--- src/rtl/selch_pkg.sv ---
package selch_pkg;
  typedef enum logic [1:0] {
    PIO_RDATA = 2'd0,
    PIO_WDATA = 2'd1,
    PIO_STAT  = 2'd2,
    PIO_CMD   = 2'd3
  } pio_op_e;

  localparam int CMD_XRB  = 6;  // start-address readback in extended mode
  localparam int CMD_RD   = 5;  // memory read direction
  localparam int CMD_GO   = 4;
  localparam int CMD_STOP = 3;
  localparam int CMD_CST  = 2;  // report channel status instead of device

  localparam logic [7:0] CMD_EXT_ONLY = 8'((1 << CMD_XRB) | (1 << CMD_CST));
  localparam logic [7:0] STAT_BUSY    = 8'h08;
endpackage

--- src/rtl/selch_regs.sv ---
module selch_regs
  import selch_pkg::*;
#(
  parameter int ADDR_W     = 20,
  parameter int BASE_W     = 16,
  parameter int BANK_W     = 2,
  parameter int BASE_BYTES = 4,
  parameter int EXT_BYTES  = 6
) (
  input  logic              clk_i,
  input  logic              rst_ni,
  input  logic              ext_i,
  input  logic              pio_sel_i,
  input  pio_op_e           pio_op_i,
  input  logic [7:0]        pio_wdata_i,
  input  logic              step_i,
  output logic [7:0]        rdata_o,
  output logic [ADDR_W-1:0] sa_o,
  output logic [ADDR_W-1:0] ea_o,
  output logic              go_o,
  output logic              rd_o,
  output logic              cst_o,
  output logic              irq_o
);
  localparam int WC_W = $clog2(EXT_BYTES + 1);
  localparam logic [ADDR_W-1:0] BASE_MASK = {{(ADDR_W-BASE_W){1'b0}}, {BASE_W{1'b1}}};
  localparam logic [ADDR_W-1:0] FULL_MASK = '1;
  localparam logic [1:0] RP_BASE = 2'(BASE_W / 8 - 1);
  localparam logic [1:0] RP_EXT  = 2'((ADDR_W + 7) / 8 - 1);

  logic [ADDR_W-1:0] sa_q, ea_q;
  logic [WC_W-1:0]   wc_q;
  logic [1:0]        rp_q;
  logic              xrb_q, rd_q, go_q, cst_q, irq_q;

  logic [7:0]        cmd_c;
  logic [BANK_W-1:0] bank;
  logic [ADDR_W-1:0] bank_addr, sa_g, ea_g, sa_go, ea_go;
  logic [ADDR_W-1:0] sh_sa_base, sh_ea_base, sh_sa_ext, sh_ea_mid, sh_ea_last;
  logic              wr_ok, is_cmd, is_wr;
  logic [31:0]       sa_w;

  assign cmd_c     = ext_i ? pio_wdata_i : (pio_wdata_i & ~CMD_EXT_ONLY);
  assign bank      = ext_i ? '0 : cmd_c[BANK_W-1:0];
  assign bank_addr = ADDR_W'(bank) << BASE_W;

  always_comb begin
    sa_g  = (wc_q <= WC_W'(BASE_BYTES)) ? ((sa_q & BASE_MASK) | bank_addr) : sa_q;
    ea_g  = (wc_q <= WC_W'(BASE_BYTES)) ? ((ea_q & BASE_MASK) | bank_addr) : ea_q;
    sa_go = sa_g & ~ADDR_W'(1);
    ea_go = (ea_g <= sa_go) ? (ea_g | (ext_i ? FULL_MASK : BASE_MASK)) : ea_g;
  end

  assign sh_sa_base = ((sa_q << 8) | (ea_q >> 8)) & BASE_MASK;
  assign sh_ea_base = ((ea_q << 8) | ADDR_W'(pio_wdata_i)) & BASE_MASK;
  assign sh_sa_ext  = (sa_q << 8) | ADDR_W'(ea_q[BASE_W-1 -: 8]);
  assign sh_ea_mid  = ADDR_W'({ea_q[7:0], pio_wdata_i});
  assign sh_ea_last = (ea_q << 8) | ADDR_W'(pio_wdata_i);
  assign wr_ok      = ext_i ? (wc_q < WC_W'(EXT_BYTES)) : (wc_q < WC_W'(BASE_BYTES));

  assign sa_w    = 32'(sa_q);
  assign rdata_o = sa_w[{rp_q, 3'b000} +: 8];

  always_ff @(posedge clk_i or negedge rst_ni) begin
    if (!rst_ni) begin
      sa_q  <= '0;
      ea_q  <= '0;
      wc_q  <= '0;
      rp_q  <= 2'd1;
      xrb_q <= 1'b0;
      rd_q  <= 1'b0;
      go_q  <= 1'b0;
      cst_q <= 1'b0;
      irq_q <= 1'b0;
    end else begin
      if (step_i) begin
        if (sa_q == ea_q) begin
          irq_q <= 1'b1;
          go_q  <= 1'b0;
          rd_q  <= 1'b0;
        end else begin
          sa_q <= sa_q + ADDR_W'(1);
        end
      end
      if (pio_sel_i) begin
        unique case (pio_op_i)
          PIO_RDATA: begin
            if (rp_q == 2'd0) rp_q <= (xrb_q && ext_i) ? RP_EXT : RP_BASE;
            else              rp_q <= rp_q - 2'd1;
          end
          PIO_WDATA: begin
            if (wr_ok) begin
              if (!ext_i) begin
                sa_q <= sh_sa_base;
                ea_q <= sh_ea_base;
              end else if (wc_q != WC_W'(EXT_BYTES - 1)) begin
                sa_q <= sh_sa_ext;
                ea_q <= sh_ea_mid;
              end else begin
                ea_q <= sh_ea_last;
              end
              wc_q <= wc_q + WC_W'(1);
            end
          end
          PIO_CMD: begin
            if (cmd_c[CMD_STOP]) begin
              xrb_q <= cmd_c[CMD_XRB];
              cst_q <= cmd_c[CMD_CST];
              go_q  <= 1'b0;
              rd_q  <= 1'b0;
              irq_q <= 1'b0;
              wc_q  <= '0;
              rp_q  <= (cmd_c[CMD_XRB] && ext_i) ? RP_EXT : RP_BASE;
            end else if (cmd_c[CMD_GO]) begin
              xrb_q <= cmd_c[CMD_XRB];
              cst_q <= cmd_c[CMD_CST];
              rd_q  <= cmd_c[CMD_RD];
              go_q  <= 1'b1;
              sa_q  <= sa_go;
              ea_q  <= ea_go;
            end
          end
          default: ;
        endcase
      end
    end
  end

  assign sa_o  = sa_q;
  assign ea_o  = ea_q;
  assign go_o  = go_q;
  assign rd_o  = rd_q;
  assign cst_o = cst_q;
  assign irq_o = irq_q;

  assign is_cmd = pio_sel_i && (pio_op_i == PIO_CMD);
  assign is_wr  = pio_sel_i && (pio_op_i == PIO_WDATA);

  assert_stop_clears_R5: assert property (@(posedge clk_i) disable iff (!rst_ni)
    (is_cmd && pio_wdata_i[CMD_STOP]) |=> (wc_q == '0 && !irq_q && !go_q));

  assert_go_even_R7: assert property (@(posedge clk_i) disable iff (!rst_ni)
    (is_cmd && !pio_wdata_i[CMD_STOP] && pio_wdata_i[CMD_GO]) |=> (!sa_q[0] && ea_q > sa_q && go_q));

  assert_full_chain_R2: assert property (@(posedge clk_i) disable iff (!rst_ni)
    (is_wr && !step_i && wc_q >= WC_W'(BASE_BYTES) && !ext_i) |=> ($stable(sa_q) && $stable(ea_q)));

  assert_full_chain_R3: assert property (@(posedge clk_i) disable iff (!rst_ni)
    (is_wr && !step_i && wc_q >= WC_W'(EXT_BYTES)) |=> ($stable(sa_q) && $stable(ea_q)));

  assert_end_irq_R9: assert property (@(posedge clk_i) disable iff (!rst_ni)
    $rose(irq_q) |-> (!go_q && !rd_q));
endmodule

--- src/rtl/selch_xfer.sv ---
module selch_xfer #(
  parameter int ADDR_W = 20,
  parameter int CNT_W  = 8
) (
  input  logic              clk_i,
  input  logic              rst_ni,
  input  logic              go_i,
  input  logic [ADDR_W-1:0] sa_i,
  input  logic [ADDR_W-1:0] ea_i,
  input  logic              req_i,
  input  logic [CNT_W-1:0]  cnt_i,
  input  logic              mem_ready_i,
  output logic              mem_valid_o,
  output logic              step_o,
  output logic              done_o,
  output logic [CNT_W-1:0]  moved_o
);
  localparam int DW = ADDR_W + 1;

  logic             run_q, done_q;
  logic [CNT_W-1:0] left_q, moved_q, req_q, take;
  logic [DW-1:0]    remain;

  assign remain = {1'b0, ea_i} - {1'b0, sa_i} + DW'(1);
  assign take   = (DW'(cnt_i) < remain) ? cnt_i : remain[CNT_W-1:0];

  assign mem_valid_o = run_q && go_i;
  assign step_o      = mem_valid_o && mem_ready_i;

  always_ff @(posedge clk_i or negedge rst_ni) begin
    if (!rst_ni) begin
      run_q   <= 1'b0;
      done_q  <= 1'b0;
      left_q  <= '0;
      moved_q <= '0;
      req_q   <= '0;
    end else begin
      done_q <= 1'b0;
      if (!run_q) begin
        if (req_i) begin
          req_q   <= cnt_i;
          moved_q <= '0;
          if (go_i && take != '0) begin
            run_q  <= 1'b1;
            left_q <= take;
          end else begin
            done_q <= 1'b1;
          end
        end
      end else if (!go_i) begin
        run_q  <= 1'b0;
        done_q <= 1'b1;
      end else if (mem_ready_i) begin
        moved_q <= moved_q + CNT_W'(1);
        left_q  <= left_q - CNT_W'(1);
        if (left_q == CNT_W'(1)) begin
          run_q  <= 1'b0;
          done_q <= 1'b1;
        end
      end
    end
  end

  assign done_o  = done_q;
  assign moved_o = moved_q;

  assert_end_is_last_R9: assert property (@(posedge clk_i) disable iff (!rst_ni)
    (step_o && sa_i == ea_i) |-> (left_q == CNT_W'(1)));

  assert_moved_le_req_R9: assert property (@(posedge clk_i) disable iff (!rst_ni)
    done_o |-> (moved_o <= req_q));

  assert_stop_ends_run_R9: assert property (@(posedge clk_i) disable iff (!rst_ni)
    (run_q && !go_i) |=> (!run_q && done_o));

  assert_idle_zero_R10: assert property (@(posedge clk_i) disable iff (!rst_ni)
    (req_i && !run_q && !go_i) |=> (done_o && moved_o == '0));
endmodule

--- src/rtl/selch_dma.sv ---
module selch_dma
  import selch_pkg::*;
#(
  parameter int ADDR_W     = 20,
  parameter int BASE_W     = 16,
  parameter int BANK_W     = 2,
  parameter int BASE_BYTES = 4,
  parameter int EXT_BYTES  = 6,
  parameter int CNT_W      = 8
) (
  input  logic              clk_i,
  input  logic              rst_ni,
  input  logic              ext_mode_i,
  input  logic              pio_sel_i,
  input  logic [1:0]        pio_op_i,
  input  logic [7:0]        pio_wdata_i,
  output logic [7:0]        pio_rdata_o,
  input  logic [7:0]        dev_status_i,
  input  logic              xfer_req_i,
  input  logic [CNT_W-1:0]  xfer_cnt_i,
  output logic              xfer_done_o,
  output logic [CNT_W-1:0]  xfer_moved_o,
  output logic              mem_valid_o,
  input  logic              mem_ready_i,
  output logic [ADDR_W-1:0] mem_addr_o,
  output logic              mem_we_o,
  output logic [7:0]        mem_wdata_o,
  input  logic [7:0]        mem_rdata_i,
  input  logic [7:0]        dev_wdata_i,
  output logic [7:0]        dev_rdata_o,
  output logic              byte_ack_o,
  output logic              irq_o
);
  pio_op_e           op;
  logic [7:0]        rdata, status;
  logic [ADDR_W-1:0] sa, ea;
  logic              go, rd, cst, step;

  assign op = pio_op_e'(pio_op_i);

  selch_regs #(
    .ADDR_W(ADDR_W), .BASE_W(BASE_W), .BANK_W(BANK_W),
    .BASE_BYTES(BASE_BYTES), .EXT_BYTES(EXT_BYTES)
  ) u_regs (
    .clk_i(clk_i), .rst_ni(rst_ni), .ext_i(ext_mode_i),
    .pio_sel_i(pio_sel_i), .pio_op_i(op), .pio_wdata_i(pio_wdata_i),
    .step_i(step), .rdata_o(rdata), .sa_o(sa), .ea_o(ea),
    .go_o(go), .rd_o(rd), .cst_o(cst), .irq_o(irq_o)
  );

  selch_xfer #(.ADDR_W(ADDR_W), .CNT_W(CNT_W)) u_xfer (
    .clk_i(clk_i), .rst_ni(rst_ni), .go_i(go), .sa_i(sa), .ea_i(ea),
    .req_i(xfer_req_i), .cnt_i(xfer_cnt_i), .mem_ready_i(mem_ready_i),
    .mem_valid_o(mem_valid_o), .step_o(step),
    .done_o(xfer_done_o), .moved_o(xfer_moved_o)
  );

  always_comb begin
    if (go)       status = STAT_BUSY;
    else if (cst) status = 8'h00;
    else          status = dev_status_i & ~STAT_BUSY;
  end

  always_comb begin
    unique case (op)
      PIO_RDATA: pio_rdata_o = rdata;
      PIO_STAT:  pio_rdata_o = status;
      default:   pio_rdata_o = 8'h00;
    endcase
  end

  assign mem_addr_o  = sa;
  assign mem_we_o    = !rd;
  assign mem_wdata_o = dev_wdata_i;
  assign dev_rdata_o = mem_rdata_i;
  assign byte_ack_o  = step;

  assert_busy_status_R8: assert property (@(posedge clk_i) disable iff (!rst_ni)
    (pio_sel_i && op == PIO_STAT && mem_valid_o) |-> (pio_rdata_o == STAT_BUSY));
endmodule

--- config.mk ---
export PLATFORM = sky130hd
export DESIGN_NAME = selch_dma
export DESIGN_NICKNAME = d
export VERILOG_FILES = /design/src/rtl/selch_pkg.sv /design/src/rtl/selch_regs.sv /design/src/rtl/selch_xfer.sv /design/src/rtl/selch_dma.sv
export SDC_FILE = /design/constraint.sdc
export NUM_CORES = 1
export LEC_CHECK = 0
export ABC_AREA = 1
export CORE_AREA = 5 5 138 140
export CTS_BUF_LIST = sky130_fd_sc_hd__clkbuf_8 sky130_fd_sc_hd__clkbuf_16
export CTS_CLUSTER_SIZE = 28
export DETAILED_ROUTE_END_ITERATION = 10
export DIE_AREA = 0 0 143 145
export GPL_TIMING_DRIVEN = 1
export HOLD_SLACK_MARGIN = 0.05
export SETUP_SLACK_MARGIN = 0.4
export SLEW_MARGIN = 25
export SYNTH_ARGS = -nofsm -noshare
export SYNTH_HDL_FRONTEND = slang
export SYNTH_SLANG_ARGS = --single-unit
--- constraint.sdc ---
create_clock -name clk_i -period 4.5 [get_ports clk_i]
set_input_delay 0.675 -clock clk_i [delete_from_list [all_inputs] [get_ports clk_i]]
set_output_delay 0.675 -clock clk_i [all_outputs]
set_load 0.005 [all_outputs]
# Yosys cells after proc, flatten, opt, wreduce, memory -nomap -nowiden
# Cells that the tools add are included.
[totals] ram_bits=0 regBits=68 mem_bits_ro=0 input_bits=48 n_memories=0 latchBits=0
[classes] eq_ne=12 multipliers=0 bitwise_logic=6 magnitude_cmp=5 div_mod_pow=0 mux=76 add_sub_neg=7 reduce_logical=20 n_shift=1
[ops] operator="$mux 20" count=17
[ops] operator="$mux 8" count=12
[ops] operator="$pmux 20 s2" count=2
[ops] operator="$or 20x8->20" count=2
[ops] operator="$or 16x18->18" count=2
[ops] operator="$mux 1" count=34
[ops] operator="$shiftx 32x6->8" count=1
[ops] operator="$add 21x1->21 const B" count=1
[ops] operator="$lt 8x21->1" count=1
[ops] operator="$sub 20x20->21" count=1
[ops] operator="$add 20x1->20 const B" count=1
[ops] operator="$eq 20x20->1" count=1
[ops] operator="$le 20x20->1" count=1
[ops] operator="$or 20x20->20" count=1
[ops] operator="$or 16x12->16" count=1
[ops] operator="$pmux 8 s2" count=1
[ops] operator="$mux 2" count=5
[ops] operator="$reduce_bool 2->1" count=5
[ops] operator="$reduce_and 3->1" count=3
[ops] operator="$add 8x1->8 const B" count=1
[ops] operator="$eq 8x1->1 const B" count=1
[ops] operator="$reduce_and 4->1" count=2
[ops] operator="$reduce_bool 8->1" count=1
[ops] operator="$sub 8x1->8 const B" count=1
[ops] operator="17 further kinds" count=29

# Longest topological paths before layout
# Gate-level depths: netlist (run 1).
[logic_depth] word_depth=9 ltp_mapped=31

# Cells and area by module
# A second synthesis (run 1) with hierarchy kept.
[hier_totals] hier_cells=1262 area_unflattened_um2=7857.5
[by_module_without_submodules] mod="selch_regs" cells_each=663 area_each_um2=4271.6 seq_area_each_um2=1252.5 n_inst=1
[by_module_without_submodules] mod="selch_xfer" cells_each=554 area_each_um2=3340.7 seq_area_each_um2=450.4 n_inst=1
[by_module_without_submodules] mod="selch_dma" cells_each=45 area_each_um2=245.2 seq_area_each_um2=0.0 n_inst=1

# Worst setup path before layout (run 1)
# OpenSTA, ideal clock, no wires.
[synth_path] path_type="register -> register" start="register u_regs.sa_q[2], in the netlist u_regs.sa_o[2]" end="register u_xfer.left_q[2]" setup_time_ns=0.116 period_less_slack_ns=3.518 arrival_ns=3.401 path_buffers=0 path_slack_ns=0.982 t_required_ns=4.384 path_stages_with_launch=30 path_cell_list="dfrtp_1 inv_1 ha_1 inv_1 fa_1 nand2_1 and2_1 xor2_1 ha_1 nand2_1 inv_1 o21ai_0 nand3_1 nand3_1 nand2_1 nand3_1 nand2_1 inv_1 nor2_8 nand2_4 nand2_1 nand2_1 nand2_1 nor2_1 nand2_1 nand2_2 nand2_4 nand2_8 nand2_2 nand2_2"
[synth_between] elab_chain_len=8 word_cells_on_any_way=11 classes_between="add/sub: 2; order compare: 1; mux: 4; reduce/logical: 4"
[synth_lines] item="from (decl)" line_no="selch_regs.sv:31" text="logic [ADDR_W-1:0] sa_q, ea_q;"
[synth_lines] item="from (signal assigned)" line_no="selch_regs.sv:82" text="sa_q <= sa_q + ADDR_W'(1);"
[synth_lines] item="from (signal assigned)" line_no="selch_regs.sv:94" text="sa_q <= sh_sa_base;"
[synth_lines] item="from (signal assigned)" line_no="selch_regs.sv:97" text="sa_q <= sh_sa_ext;"
[synth_lines] item="$sub 20x20->21 *" line_no="selch_xfer.sv:24" text="assign remain = {1'b0, ea_i} - {1'b0, sa_i} + DW'(1);"
[synth_lines] item="$add 21x1->21 *" line_no="selch_xfer.sv:24"
[synth_lines] item="$lt 8x21->1" line_no="selch_xfer.sv:25" text="assign take = (DW'(cnt_i) < remain) ? cnt_i : remain[CNT_W-1:0];"
[synth_lines] item="$mux 8 *" line_no="selch_xfer.sv:25"
[synth_lines] item="$reduce_bool 8->1" line_no="selch_xfer.sv:43" text="if (go_i && take != '0) begin"
[synth_lines] item="$logic_and 1x1->1" line_no="selch_xfer.sv:43"
[synth_lines] item="$reduce_bool 2->1 (no line)"
[synth_lines] item="$reduce_and 4->1 (no line)"
[synth_lines] item="to (signal assigned)" line_no="selch_xfer.sv:45" text="left_q <= take;"
[synth_lines] item="to (signal assigned)" line_no="selch_xfer.sv:55" text="left_q <= left_q - CNT_W'(1);"
[synth_lines] item="to (decl)" line_no="selch_xfer.sv:21" text="logic [CNT_W-1:0] left_q, moved_q, req_q, take;"
# Every way passes the cells marked *; elsewhere a longest branch is shown, timed or not. The select of a mux whose other input is x is not followed.
# A chain may end at the register's enable or synchronous reset.

# Worst setup path after layout (run 1)
[layout_path] start="register u_regs.sa_q[6], in the netlist u_regs.sa_o[6]" end="register u_xfer.left_q[1]"
# Same word-level chain as after synthesis.

==> results of run 1 <==
[worst min-delay path by stage]
stage            startpoint          endpoint  slack (ns)  depth (start not counted)
6_report             rst_ni  u_xfer.left_q[3]        0.27                          1
3_5_place_dp   u_regs.cst_o      u_regs.cst_o        0.48                          2
3_3_place_gp   u_regs.cst_o      u_regs.cst_o        0.48                          2
5_1_grt              rst_ni  u_xfer.left_q[3]        0.29                          1
2_1_floorplan        rst_ni      u_regs.cst_o        0.38                          0
4_1_cts              rst_ni   u_regs.sa_o[15]        0.28                          1
[cells by family after synthesis]
logic type                 count (synthesis)  share of synthesized area
DFF                                       68                     0.2410
and+or+nand+nor                          469                     0.3154
adders and majority gates                 63                     0.1201
buffers and inverters                    196                     0.1140
xor gates and xnor gates                  22                    0.02727
AOI/OAI and AO/OA                        227                     0.1822
[registers in the layout (all words and copies together), names as in the netlist, 2 cells and up]
signal          count
u_regs.ea_o        20
u_regs.rp_q         2
u_regs.wc_q         3
u_regs.sa_o        20
u_xfer.moved_o      8
u_xfer.left_q       8
[area by class of cell]
class / instances / area share
inverter: 158 / 0.07183
clock buffer: 10 / 0.02882
tap: 229 / 0.03456
timing repair buffer: 88 / 0.1008
clock inverter: 4 / 0.002414
sequential: 68 / 0.2057
multi-input combinational: 782 / 0.5559
[metrics by stage]
step / area [µm²] / std cells / power, mW
floorplan: 7066 / 1045 / 4.410
global placement: 7953 / 1321 / 5.631
detailed placement: 7953 / 1321 / 5.671
CTS: 8212 / 1335 / 6.352
global route: 8292 / 1339 / 7.097
finish: 8292 / 1339 / 6.454
[cells in the final DEF (no fill, tap or decap), types with 21 or more instances in the layout]
cell type / netlist / final
a21oi_1: 61 / 61
clkdlybuf4s50_1: 0 / 70
dfrtp_1: 67 / 65
ha_1: 55 / 55
inv_1: 142 / 141
nand2_1: 214 / 213
nand2_2: 27 / 27
nand3_1: 67 / 67
nand4_1: 21 / 21
nor2_1: 80 / 78
o21ai_0: 116 / 116
[timing repair]
| action | in CTS | in global routing |
|---|---|---|
| endpoints found under the setup margin | 0 | 10 |
| buffers inserted | 0 | 3 |
| gates resized for setup | 0 | 16 |
[power by group through the flow]
stage               Clock [mW]  Combinational (mW)  Sequential (mW)
finish                   0.646                4.70             1.10
global route             0.682                5.28             1.14
CTS                      0.660                4.59             1.10
detailed placement           0                4.56             1.11
global placement             0                4.52             1.11
floorplan                    0                3.40             1.01
[metal layers]
layer | part of all wire | vias up
li1 | - | 3583
met1 | 0.45 | 3366
met2 | 0.48 | 175
met3 | 0.048 | 32
met4 | 0.019 | 0
met5 | 0 | -
==> run_results.csv, run 1 <==
group,metric,value,unit
synthesis,synth_area_leaders,"dfrtp_1 24%, nand2_1 11%, ha_1 9.7%",
placed_design,post-place-ws,0.4363,ns
sta,fmax,0.2635,GHz
floorplan,die-area,20740,µm²
floorplan,row_count,49,
synthesis,syn_area,7066,µm²
final_layout,drive_gt1_frac,0.1063,
pwr,p_per_area,778.4,nW/µm²
synthesis,synthFlopType,"dfrtp_1",
route,wire_per_inst,16.79,µm
critical_path,path_class,"flip-flop to flip-flop",
critical_path,required,4.73,ns
critical_path,reg2reg_slack,0.71,ns
synthesis,syn-num-nets,1156,
cts,clk_latency,0.34,ns
critical_path,cp.arrival,4.03,ns
critical_path,critical_path.top_delay_family,"simple AND/OR/NAND/NOR gates",
synthesis,synth_edf_count,0,
job,max_cap_violations,0,
synthesis,yosysWarnings,0,
sta,worstMarginPinSlew,0.8687,ns
grt,first_global_vias,6902,
sta,hold_slack,0.2667,ns
cts,cts_buffers,9,
floorplan,start_util,0.3988,
floorplan,core,17720,µm²
route,ant_nets,0,
worst_hold_path,hp-class,"input port to asynchronous set/reset pin",
pwr,p_leak,4.029,nW
cts,ctsRootBufferMaster,"clkbuf_16",
route,drt-pass1-iter-count,7,
sta,hold_viol_final,0,
synthesis,synth_top_area_frac,0.2373,
critical_path,end_kind,"flip-flop",
critical_path,crit_buf_inv,4,
route,wirelength,22480,µm
cts,cts_tree,"done",
outcome,status,"complete, no violations",
cts,cts_buffer_depth,2,
pwr,pwr-share-clk,0.100,
final_layout,area_delta_synth_final,17.35,%
grt,antenna_found_initial,0,
critical_path,r2r-start,"u_regs.sa_o[6]",
sta,final.min_clock_period,3.795,ns
synthesis,syn_area_per_cell,6.761,µm²
synthesis,async_reset_ff_frac,1.000,
synthesis,yosysUniqueCellTypes,50,
critical_path,reg2regPathDepth,27,
pwr,p_comb_frac,0.729,
critical_path,critical_path.startpoint,"u_regs.sa_o[6]",
floorplan,io_pins,105,
sta,fin_crit_sh,0.8433,
pwr,switching_power,3.546,mW
placed_design,gp_congestion,0.9455,
final_layout,final_util,0.4680,
sta,rsz0062_at_grt,"no",
pwr,peakVddDrop,0.0002797,V
final_layout,final-seq-area,1705,µm²
cts,htreeDepth,3,
route,viasPerCell,5.344,
pwr,sw_frac_of_total,0.5494,
sta,fin_tns_setup,0,ns
cts,cts_hold_buf,0,
final_layout,fillers,1840,
critical_path,path_common_cell,"nand2_1",
final_layout,diodes,0,
grt,grt_remaining_overflow,0,
pwr,internal_power,2.908,mW
cts,clk_pin_slew,0.06,ns
route,drt_iter0_drc,533,
sta,finalSetupViolCount,0,
placed_design,port_buffers,71,
grt,met2_usage,0.3595,
grt,grt_util_met1,0.2891,
grt,grt.total_usage,0.2169,
sta,slew_headroom,0.4202,
synthesis,synth_seq_area_share,0.2410,
sta,worst_slack,0.7053,ns
critical_path,max_stage_delay,0.66,ns
critical_path,crit_end,"u_xfer.left_q[1]",
synthesis,synth_most_common_cell,"nand2_1",
critical_path,slowest_stage,"fa_1",
critical_path,startpoint_type,"flip-flop",
route,drc,0,
grt,grt_max_degree,45,
pwr,p_seq_frac,0.171,
critical_path,cp_max_fo,8,
critical_path,reg2reg_to,"u_xfer.left_q[1]",
final_layout,multiInputGateArea,4609,µm²
floorplan,die_h,145,µm
route,vias,7156,
synthesis,synth_cells,1045,
grt,grt_pass1_wl,36030,µm
floorplan,chipWidth,143,µm
critical_path,path_depth,27,
synthesis,synth_top_area_cell,"dfrtp_1",
grt,busiest_layer,"met2",
synthesis,ys_top_cells_by_count,"214 x nand2_1, 142 x inv_1, 116 x o21ai_0, 80 x nor2_1",
placed_design,hpwl,17610,µm
grt,use_met3,0.03850,
sta,drv_slew,0,
sta,finClkSkew,0.01139,ns
synthesis,synth_seq_cells,68,
cts,cts_sinks,68,
final_layout,fin_nets,1218,
Power figures use the tool's default switching activity.
==> run 2: changes to the inputs <==
clock period = 4 ns   (was 4.5 ns; I/O delays follow)
==> run 2 against run 1 <==
Compared with the run above: die area is the same; largest cell class unchanged; final cell count grew 3.0%; maximum frequency grew 3.0%; via count grew 3.0%; register-to-register slack lost 0.39 ns; clock power grew 37%; sequential share of layout area shrank 1.3 points; combinational power grew 28%.
==> run_results.csv, run 2 (synthesis gave the netlist of run 1 again) <==
group,metric,value,unit
sta,finClkSkew,0.01069,ns
final_layout,diodes,0,
grt,grt.total_usage,0.2183,
route,drt_iter0_drc,514,
sta,fmax,0.2713,GHz
grt,grt_max_degree,69,
final_layout,fin_cells,1379,
critical_path,required,4.24,ns
cts,cts_sinks,68,
floorplan,io_pins,105,
placed_design,port_buffers,71,
grt,met2_usage,0.3675,
critical_path,startpoint_type,"flip-flop",
grt,grt_remaining_overflow,0,
worst_hold_path,hp-class,"input port to asynchronous set/reset pin",
sta,hold_viol_final,0,
floorplan,chipWidth,143,µm
grt,antenna_found_initial,0,
final_layout,area_delta_synth_final,25.08,%
sta,hold_slack,0.2645,ns
outcome,status,"complete, no violations",
critical_path,cp.arrival,3.93,ns
cts,htreeDepth,3,
floorplan,row_count,49,
critical_path,reg2regPathDepth,28,
grt,use_met3,0.03356,
floorplan,die_h,145,µm
final_layout,mostFrequentLayoutCell,"nand2_1",
grt,first_global_vias,6906,
pwr,peakVddDrop,0.0004376,V
grt,busiest_layer,"met2",
cts,cts_tree,"done",
sta,fin_tns_setup,0,ns
sta,finalSetupViolCount,0,
final_layout,layout_common_cells,"190 x nand2_1, 128 x inv_1, 116 x o21ai_0",
sta,slew_headroom,0.4279,
grt,grt_util_met1,0.2924,
cts,cts_buffers,9,
critical_path,end_kind,"flip-flop",
cts,clk_latency,0.35,ns
floorplan,die-area,20740,µm²
placed_design,dp_cells,1334,
route,wirelength,23210,µm
sta,fin_crit_sh,0.9214,
critical_path,critical_path.startpoint,"u_regs.sa_o[2]",
critical_path,path_class,"flip-flop to flip-flop",
critical_path,slowest_stage,"fa_1",
pwr,p_leak,4.230,nW
critical_path,r2r-start,"u_regs.sa_o[2]",
route,drt-pass1-iter-count,7,
cts,clk_pin_slew,0.06,ns
sta,final.min_clock_period,3.686,ns
floorplan,core,17720,µm²
cts,ctsRootBufferMaster,"clkbuf_16",
critical_path,cp_max_fo,8,
placed_design,hpwl,17740,µm
job,max_cap_violations,0,
cts,cts_buffer_depth,2,
final_layout,drive_gt1_frac,0.1809,
floorplan,start_util,0.3988,
route,viasPerCell,5.344,
critical_path,max_stage_delay,0.52,ns
route,wire_per_inst,16.83,µm
route,drc,0,
route,vias,7370,
pwr,p_per_area,917.3,nW/µm²
final_layout,fillers,1782,
sta,rsz0062_at_grt,"yes",
sta,worstMarginPinSlew,0.8572,ns
critical_path,path_common_cell,"nand2_2",
final_layout,fin_nets,1256,
placed_design,gp_congestion,0.9269,
route,ant_nets,0,
grt,grt_pass1_wl,36370,µm
sta,drv_slew,0,
run 2: cell count changes in the layout (fill, tap and decap cells not counted), sizes merged:
cell,delta
buf,+38
clkinv,+3
bufinv,+2
inv,-2
clkinvlp,-1
run 2: worst paths after layout:
path / end / slack [ns]
setup / recovery: u_xfer.left_q[6] / 0.31
hold / removal: u_xfer.left_q[5] / 0.26
setup reg to reg: u_xfer.left_q[6] / 0.31
hold reg to reg: u_regs.cst_o / 0.49
max in group asynchronous: u_regs.sa_o[17] / 3.20
min in group clk_i: u_regs.cst_o / 0.49
run 2: layout make-up:
| cell class | count | area (µm²) | area share |
|---|---|---|---|
| multi-input combinational | 782 | 4802 | 0.5434 |
| sequential | 68 | 1704 | 0.1928 |
| timing repair buffer | 126 | 1125 | 0.1273 |
| inverter | 158 | 593.1 | 0.06711 |
| tap | 229 | 286.5 | 0.03242 |
| clock buffer | 10 | 239.0 | 0.02704 |
| clock inverter | 6 | 87.58 | 0.009911 |
run 2: per-stage QoR:
| stage | total power [mW] | util | cell area [µm²] | worst slack, ns |
|---|---|---|---|---|
| floorplan | 4.961 | - | 7066 | 0.4824 |
| global placement | 6.423 | 0.4543 | 8050 | 0.1100 |
| detailed placement | 6.466 | 0.4543 | 8050 | 0.06561 |
| CTS | 7.647 | 0.4825 | 8548 | 0.3180 |
| global route | 8.823 | 0.4988 | 8837 | 0.08341 |
| finish | 8.106 | 0.4988 | 8837 | 0.3142 |
run 2: worst max-delay path: cells and delay by family, from the launching register on:
| kind | cells | cell delay (ns) |
|---|---|---|
| xor gates and xnor gates | 1 | 0.16 |
| adders and majority gates | 3 | 0.94 |
| buffers and inverters | 5 | 0.38 |
| DFF | 1 | 0.39 |
| and+or+nand+nor | 19 | 1.70 |
run 2: repair_timing:
action,CTS,global route
gates resized for setup,28,43
hold buffers,0,0
pin swaps,25,38
cloned,1,0
setup endpoints to repair,10,10
buffers inserted,12,16
run 2: layer usage:
metal  part of all wire  up-vias
li1                   -     3654
met1               0.45     3472
met2               0.49      216
met3              0.048       28
met4              0.015        0
met5                  0        -
run 2: power breakdown:
part | total (mW) | internal, mW | switching [mW] | leakage (nW)
Clock | 0.886 | 0.563 | 0.323 | 0.162
Combinational | 6.03 | 2.37 | 3.66 | 3.25
Sequential | 1.19 | 0.913 | 0.274 | 0.823
Total | 8.11 | 3.85 | 4.26 | 4.23
